### src/rtl/pgchk_pkg.sv
package pgchk_pkg;

  typedef enum logic [1:0] {
    ACC_READ  = 2'b00,
    ACC_WRITE = 2'b01,
    ACC_FETCH = 2'b10,
    ACC_RSVD  = 2'b11
  } acc_e;

  localparam int RSN_W     = 3;
  localparam int NUM_RULES = 6;

  typedef enum logic [RSN_W-1:0] {
    RSN_NONE        = 3'd0,
    RSN_NOT_PRESENT = 3'd1,
    RSN_PRIV        = 3'd2,
    RSN_SUP_EXEC    = 3'd3,
    RSN_SUP_DATA    = 3'd4,
    RSN_WRITE       = 3'd5,
    RSN_NOEXEC      = 3'd6
  } rsn_e;

  typedef struct packed {
    logic present;
    logic writable;
    logic user;
    logic noexec;
  } pte_flags_t;

endpackage

### src/rtl/pgchk_rules.sv
module pgchk_rules
  import pgchk_pkg::*;
#(
  parameter int LEVEL_W = 2
) (
  input  pte_flags_t            pte_i,
  input  acc_e                  acc_i,
  input  logic [LEVEL_W-1:0]    level_i,
  input  logic                  smep_en_i,
  input  logic                  smap_en_i,
  input  logic                  nx_en_i,
  input  logic                  ovr_i,
  output logic [NUM_RULES-1:0]  hit_o
);
  localparam logic [LEVEL_W-1:0] USER_LVL = {LEVEL_W{1'b1}};
  localparam logic [LEVEL_W-1:0] TOP_LVL  = '0;

  logic is_fetch;
  logic is_write;
  logic at_user;
  logic at_top;

  always_comb begin
    is_fetch = (acc_i == ACC_FETCH);
    is_write = (acc_i == ACC_WRITE);
    at_user  = (level_i == USER_LVL);
    at_top   = (level_i == TOP_LVL);

    // index 0 is the highest priority rule
    hit_o[0] = ~pte_i.present;
    hit_o[1] = at_user & ~pte_i.user;
    hit_o[2] = smep_en_i & at_top & pte_i.user & is_fetch;
    hit_o[3] = smap_en_i & at_top & pte_i.user & ~is_fetch & ~ovr_i;
    hit_o[4] = is_write & at_user & ~pte_i.writable;
    hit_o[5] = nx_en_i & is_fetch & pte_i.noexec;
  end
endmodule

### config.mk
export PLATFORM = sky130hd
export DESIGN_NAME = pgchk_rules
export DESIGN_NICKNAME = d
export VERILOG_FILES = /design/src/rtl/pgchk_pkg.sv /design/src/rtl/pgchk_rules.sv
export SDC_FILE = /design/constraint.sdc
export NUM_CORES = 1
export LEC_CHECK = 0
export CELL_PAD_IN_SITES_DETAIL_PLACEMENT = 0
export CELL_PAD_IN_SITES_GLOBAL_PLACEMENT = 1
export CORE_AREA = 2 2 39 41
export DETAILED_ROUTE_END_ITERATION = 8
export DIE_AREA = 0 0 41 43
export DONT_BUFFER_PORTS = 1
export GPL_TIMING_DRIVEN = 1
export PLACE_DENSITY = 0.32
export SETUP_SLACK_MARGIN = 0.3
export SLEW_MARGIN = 20
export SYNTH_ARGS = -nofsm -noshare
export SYNTH_HDL_FRONTEND = slang
export SYNTH_SLANG_ARGS = --single-unit
### constraint.sdc
create_clock -name vclk -period 0.8
set_input_delay 0.04 -clock vclk [all_inputs]
set_output_delay 0.04 -clock vclk [all_outputs]
set_load 0.005 [all_outputs]
Word-level counts from Yosys, hierarchy flattened
Index checks and enable logic that the tools add are counted.
{ "totals": {"register_bits": 0, "word_cells": 21} }
{ "classes": {"n_reduce_logical": 1, "eq_ne": 3, "bitwise_logic": 17} }
{ "ops": {"columns": ["operator", "n"], "rows": [
  ["1-bit AND", 12],
  ["1-bit inverter", 5],
  ["2-bit equality test, second input constant", 2],
  ["2-bit by 1-bit equality test with 1-bit output, second input constant", 1],
  ["2-bit logical NOT", 1]
]} }

Logic depth before layout (Yosys ltp)
Gate-level depths: netlist of run 1.
{ "logic_depth": {"depth_word": 5, "mapped_depth": 2} }

Least setup slack after synthesis of run 1
Ideal clock, no wire load.
{ "synth_path": {"path_kind": "input -> output", "start": "in acc_i[1]", "end": "out hit_o[3]", "t_required_ns": 0.760, "t_arrival_ns": 0.387, "path_buffers": 0, "stages": 2, "slack_ns": 0.373, "cell_sequence": "nor2b_4 and4b_1"} }
{ "synth_between": {"elab_chain_len": 4} }
{ "synth_rtl": {"columns": ["element", "line", "source"], "rows": [
  ["start: declaration", "pgchk_rules.sv:7", "input acc_e acc_i,"],
  ["2-bit equality test", "pgchk_rules.sv:24", "is_fetch = (acc_i == ACC_FETCH);"],
  ["1-bit inverter", "pgchk_rules.sv:33", "hit_o[3] = smap_en_i & at_top & pte_i.user & ~is_fetch & ~ovr_i;"],
  ["1-bit AND (2 in series)", "pgchk_rules.sv:33", null],
  ["end: declaration", "pgchk_rules.sv:13", "output logic [NUM_RULES-1:0] hit_o"]
]} }
Every way passes these cells.

Worst setup path in the final report of run 1
Same ends and word-level chain as after synthesis.

==> results of run 1 <==
[per-stage QoR]
step	worst slack, ps	hold slack (ps)	std cells	power (W)	area (um2)
5_1_grt	298	119	26	0.0000225	90.1
2_1_floorplan	373	107	10	0.0000166	68.8
4_1_cts	316	114	26	0.0000209	88.8
6_report	325	114	26	0.0000204	90.1
3_3_place_gp	298	116	26	0.0000193	88.8
3_5_place_dp	316	114	26	0.0000208	88.8
[worst max path at each step]
stage	endpoint	slack [ps]	cells after the start
final	hit_o[3]	320	2
after global routing	hit_o[3]	300	2
after CTS	hit_o[3]	320	2
after detailed placement	hit_o[3]	320	2
after global placement	hit_o[4]	300	2
after floorplan	hit_o[3]	370	2
[layout make-up]
type / count / share of cell area
tap: 16 / 0.222
inverter: 1 / 0.0417
multi-input combinational: 9 / 0.736
[layer usage]
| metal | global-route usage | vias to the layer above |
|---|---|---|
| li1 | - | 36 |
| met3 | 0.00524 | 0 |
| met4 | 0 | 0 |
| met5 | 0 | - |
| met1 | 0.0728 | 37 |
| met2 | 0.0531 | 18 |
[synthesized netlist by cell type]
master	count	share of area
nor2_1	2	0.11
nor2b_4	1	0.20
nand2_1	1	0.054
and4_1	1	0.13
nor4b_1	1	0.13
inv_1	1	0.054
and3_1	1	0.091
and4b_1	1	0.15
nor2b_1	1	0.091
[kinds of logic after synthesis]
logic type             Yosys count  synth area share
and+or+nand+nor                  9             0.946
buffers and inverters            1            0.0545
[report_power, final]
| group | switching [W] | leakage, nW | internal, W | total (W) |
|---|---|---|---|---|
| logic | 0.00000966 | 0.0364 | 0.0000108 | 0.0000204 |
| clock network | 0 | 0 | 0 | 0 |
| registers | 0 | 0 | 0 | 0 |
==> impl_metrics.env, run 1 <==
export IMPL_status="completed"
export IMPL_drive_gt1_frac=0.200
export IMPL_hold_viol_final=0
export IMPL_crit_family="simple AND/OR/NAND/NOR gates"
export IMPL_syn_area_um2=68.8
export IMPL_antenna_found_initial=0
export IMPL_dieArea_um2=1760
export IMPL_drv_slew=0
export IMPL_startpoint="acc_i[1]"
export IMPL_core_um2=1380
export IMPL_drtPass1Iterations=1
export IMPL_fmax_mhz=2100
export IMPL_slowest_delay_ps=290
export IMPL_regArea_um2=0
export IMPL_critPathBufInv=0
export IMPL_hp_start="pte_i[1]"
export IMPL_antenna_cells=0
export IMPL_vias=91
export IMPL_cp_end_kind="output port"
export IMPL_crit_path_start_kind="primary input"
export IMPL_fin_util=0.0651
export IMPL_fp_dieH_um=43
export IMPL_gp_congestion=0.515
export IMPL_peakVddDrop_mv=0.0461
export IMPL_wire_per_inst_um=14.8
export IMPL_power_leakage_nw=0.0364
export IMPL_synth_area_per_cell_um2=6.88
export IMPL_n_fill_cell=159
export IMPL_worstMarginPinSlew_ps=346
export IMPL_clock_buffers=0
export IMPL_via_per_inst=3.50
export IMPL_drcViolationCount=0
export IMPL_worstSetupPathType="primary input to output port"
export IMPL_area_growth_pct=30.9
export IMPL_first_iter_violations=0
export IMPL_final_common_cell="nor2_1"
export IMPL_wl_met2_um=110
export IMPL_path_max_fanout=3
export IMPL_nNetsFinal=24
export IMPL_wl_met1_um=205
export IMPL_tns_ps=0
export IMPL_path_cells="nor2b_4 > and4b_2"
export IMPL_portBuffers=0
export IMPL_power_density_nw_per_um2=227
export IMPL_syn_inst=10
export IMPL_hold_end="hit_o[1]"
export IMPL_postCtsSetupRepairBufs=0
export IMPL_grt_max_degree=4
export IMPL_setup_violations=0
export IMPL_wl_um=385
export IMPL_track_usage=0.0410
export IMPL_maxCapViolations=0
export IMPL_multi_input_comb_area_um2=66.3
export IMPL_synth_nets=22
export IMPL_ys_types=9
export IMPL_grt_remaining_overflow=0
export IMPL_dr_wl_met3_um=69
export IMPL_rows=14
export IMPL_worst_slew_margin_rel=0.766
export IMPL_ys_warn_count=0
export IMPL_hold_path_cell_count=1
export IMPL_finalCritPeriodShare=0.594
export IMPL_critPathSlowestCell="and4b_2"
export IMPL_cp_required_ps=760
export IMPL_die_w_um=41
export IMPL_nFlopsAndLatches=0
export IMPL_yosysSeqAreaShare=0
export IMPL_first_global_vias=95
export IMPL_num_io_pins=18
export IMPL_rsz0062_at_grt="true"
export IMPL_highest_layer="met3"
export IMPL_cp_arrival_ps=440
export IMPL_start_util=0.0497
export IMPL_min_path_type="primary input to output port"
export IMPL_grt_pass1_wl_um=455
export IMPL_post_cts_resized=0
export IMPL_cts_hold_fix_buffers=0
export IMPL_ant_nets=0
export IMPL_min_period_ps=475
Power figures use the tool's default switching activity.
==> run 2: changes to the inputs <==
--- a/config.mk
+++ b/config.mk
@@ -5,6 +5,7 @@
 export SDC_FILE = /design/constraint.sdc
 export NUM_CORES = 1
 export LEC_CHECK = 0
+export ABC_AREA = 1
 export CELL_PAD_IN_SITES_DETAIL_PLACEMENT = 0
 export CELL_PAD_IN_SITES_GLOBAL_PLACEMENT = 1
 export CORE_AREA = 2 2 39 41
@@ -12,7 +13,7 @@
 export DIE_AREA = 0 0 41 43
 export DONT_BUFFER_PORTS = 1
 export GPL_TIMING_DRIVEN = 1
-export PLACE_DENSITY = 0.32
+export PLACE_DENSITY = 0.35
 export SETUP_SLACK_MARGIN = 0.3
 export SLEW_MARGIN = 20
 export SYNTH_ARGS = -nofsm -noshare
==> impl_metrics.env, run 2 <==
export IMPL_status="completed"
export IMPL_hold_end="hit_o[0]"
export IMPL_n_fill_cell=167
export IMPL_fp_dieH_um=43
export IMPL_min_period_ps=355
export IMPL_seq_power_share=0
export IMPL_num_io_pins=18
export IMPL_vias=101
export IMPL_syn_area_um2=86.3
export IMPL_grtUsageMet1=0.0380
export IMPL_min_path_type="primary input to output port"
export IMPL_drcViolationCount=0
export IMPL_tns_ps=0
export IMPL_track_usage=0.0280
export IMPL_postCtsSetupRepairBufs=0
export IMPL_final_cell_mix="5 x inv_1, 5 x nand2_1, 3 x nor2_2, 3 x nor2_1"
export IMPL_dp_slack_ps=428
export IMPL_hold_path_cell_count=1
export IMPL_syn_inst=19
export IMPL_rows=14
export IMPL_synth_nets=31
export IMPL_top_usage_layer="met2"
export IMPL_nFlopsAndLatches=0
export IMPL_timing_final_ws_setup_ps=445
export IMPL_pwr_share_comb=1.000
export IMPL_regArea_um2=0
export IMPL_power_density_nw_per_um2=248
export IMPL_antenna_cells=0
export IMPL_die_w_um=41
export IMPL_synth_area_top_cells="inv_1 22%, nand2_1 22%, nor2_2 22%"
export IMPL_gp_congestion=0.523
export IMPL_power_leakage_nw=0.0518
export IMPL_maxCapViolations=0
export IMPL_synth_top_area_share=0.217
export IMPL_fin_util=0.0769
export IMPL_setup_violations=0
export IMPL_grt_remaining_overflow=0
export IMPL_finalCritPeriodShare=0.444
export IMPL_first_iter_violations=3
export IMPL_power_switching_w=0.0000159
export IMPL_worstSetupPathType="primary input to output port"
export IMPL_ant_nets=0
export IMPL_nNetsFinal=33
export IMPL_cp_end_kind="output port"
export IMPL_area_growth_pct=23.2
export IMPL_wire_per_inst_um=7.80
export IMPL_power_frac_clock=0
export IMPL_switching_share=0.601
export IMPL_fmax_mhz=2810
export IMPL_cp_arrival_ps=320
export IMPL_hp_start="pte_i[3]"
export IMPL_via_per_inst=2.89
export IMPL_timing_hold_ws_ps=109
export IMPL_p_int_w=0.0000105
export IMPL_start_util=0.0624
export IMPL_yosysSeqAreaShare=0
export IMPL_worstMarginPinSlew_ps=134
export IMPL_peakVddDrop_mv=0.0267
export IMPL_grt_pass1_wl_um=351
export IMPL_rsz0062_at_grt="false"
export IMPL_synth_top_area_cell="inv_1"
export IMPL_synth_commonest_cells="5 x inv_1, 5 x nand2_1, 3 x nor2_1, 3 x nor2_2"
export IMPL_hold_viol_final=0
export IMPL_cp_required_ps=760
export IMPL_groute_layer_met3_usage=0
export IMPL_antenna_found_initial=0
export IMPL_clock_buffers=0
export IMPL_ys_types=7
export IMPL_core_um2=1380
export IMPL_first_global_vias=82
export IMPL_met2_usage=0.0500
export IMPL_ys_warn_count=0
export IMPL_drive_gt1_frac=0.211
export IMPL_path_max_fanout=2
export IMPL_crit_path_start_kind="primary input"
export IMPL_worst_slew_margin_rel=0.910
export IMPL_synth_area_per_cell_um2=4.54
export IMPL_cts_hold_fix_buffers=0
export IMPL_drtPass1Iterations=2
export IMPL_post_cts_resized=0
export IMPL_wl_um=273
export IMPL_portBuffers=0
export IMPL_grt_max_degree=4
export IMPL_drv_slew=0
export IMPL_p_total_w=0.0000264
export IMPL_dieArea_um2=1760
## run 2: changes by cell type after synthesis, sizes merged, moves of 2 or more
cell and change:
nor2 +4, nor2b -2, inv +4, nand2 +5
## run 2: cells by family after synthesis
group	after synthesis	synth area share
buf+inv	5	0.217
simple gates	14	0.783
## run 2: metal layers
layer	routed length [um]	part of all wire	vias up
met1	108	0.40	41
li1	-	-	54
met3	15	0.055	0
met2	149	0.55	6
met4	0	0	0
met5	0	0	-
## run 2: power groups by stage
stage / combinational (W) / sequential, W / clock [W]
after detailed placement: 0.0000279 / 0 / 0
final: 0.0000264 / 0 / 0
after floorplan: 0.0000233 / 0 / 0
after global routing: 0.0000305 / 0 / 0
after CTS: 0.0000280 / 0 / 0
after global placement: 0.0000273 / 0 / 0
## run 2: critical path, cell delays in order
cell	delay, ps
nor2_2	100
nand2_1	70
nor2_2	100
## run 2: stage by stage
step / cells / instance area (um2)
6_report: 35 / 106
5_1_grt: 35 / 106
4_1_cts: 35 / 106
3_5_place_dp: 35 / 106
3_3_place_gp: 35 / 106
2_1_floorplan: 19 / 86.3
## run 2: area by class of cell
class | count | area [um2] | share of cell area
inverters | 5 | 18.8 | 0.176
well taps | 16 | 20.0 | 0.188
multi-input cells | 14 | 67.6 | 0.635
## run 2: worst max path at each step
stage / from / end / slack, ps
2_1_floorplan: level_i[0] / hit_o[3] / 480
3_3_place_gp: acc_i[1] / hit_o[4] / 440
3_5_place_dp: level_i[0] / hit_o[2] / 430
4_1_cts: level_i[0] / hit_o[2] / 430
5_1_grt: acc_i[1] / hit_o[4] / 400
6_report: level_i[0] / hit_o[2] / 440
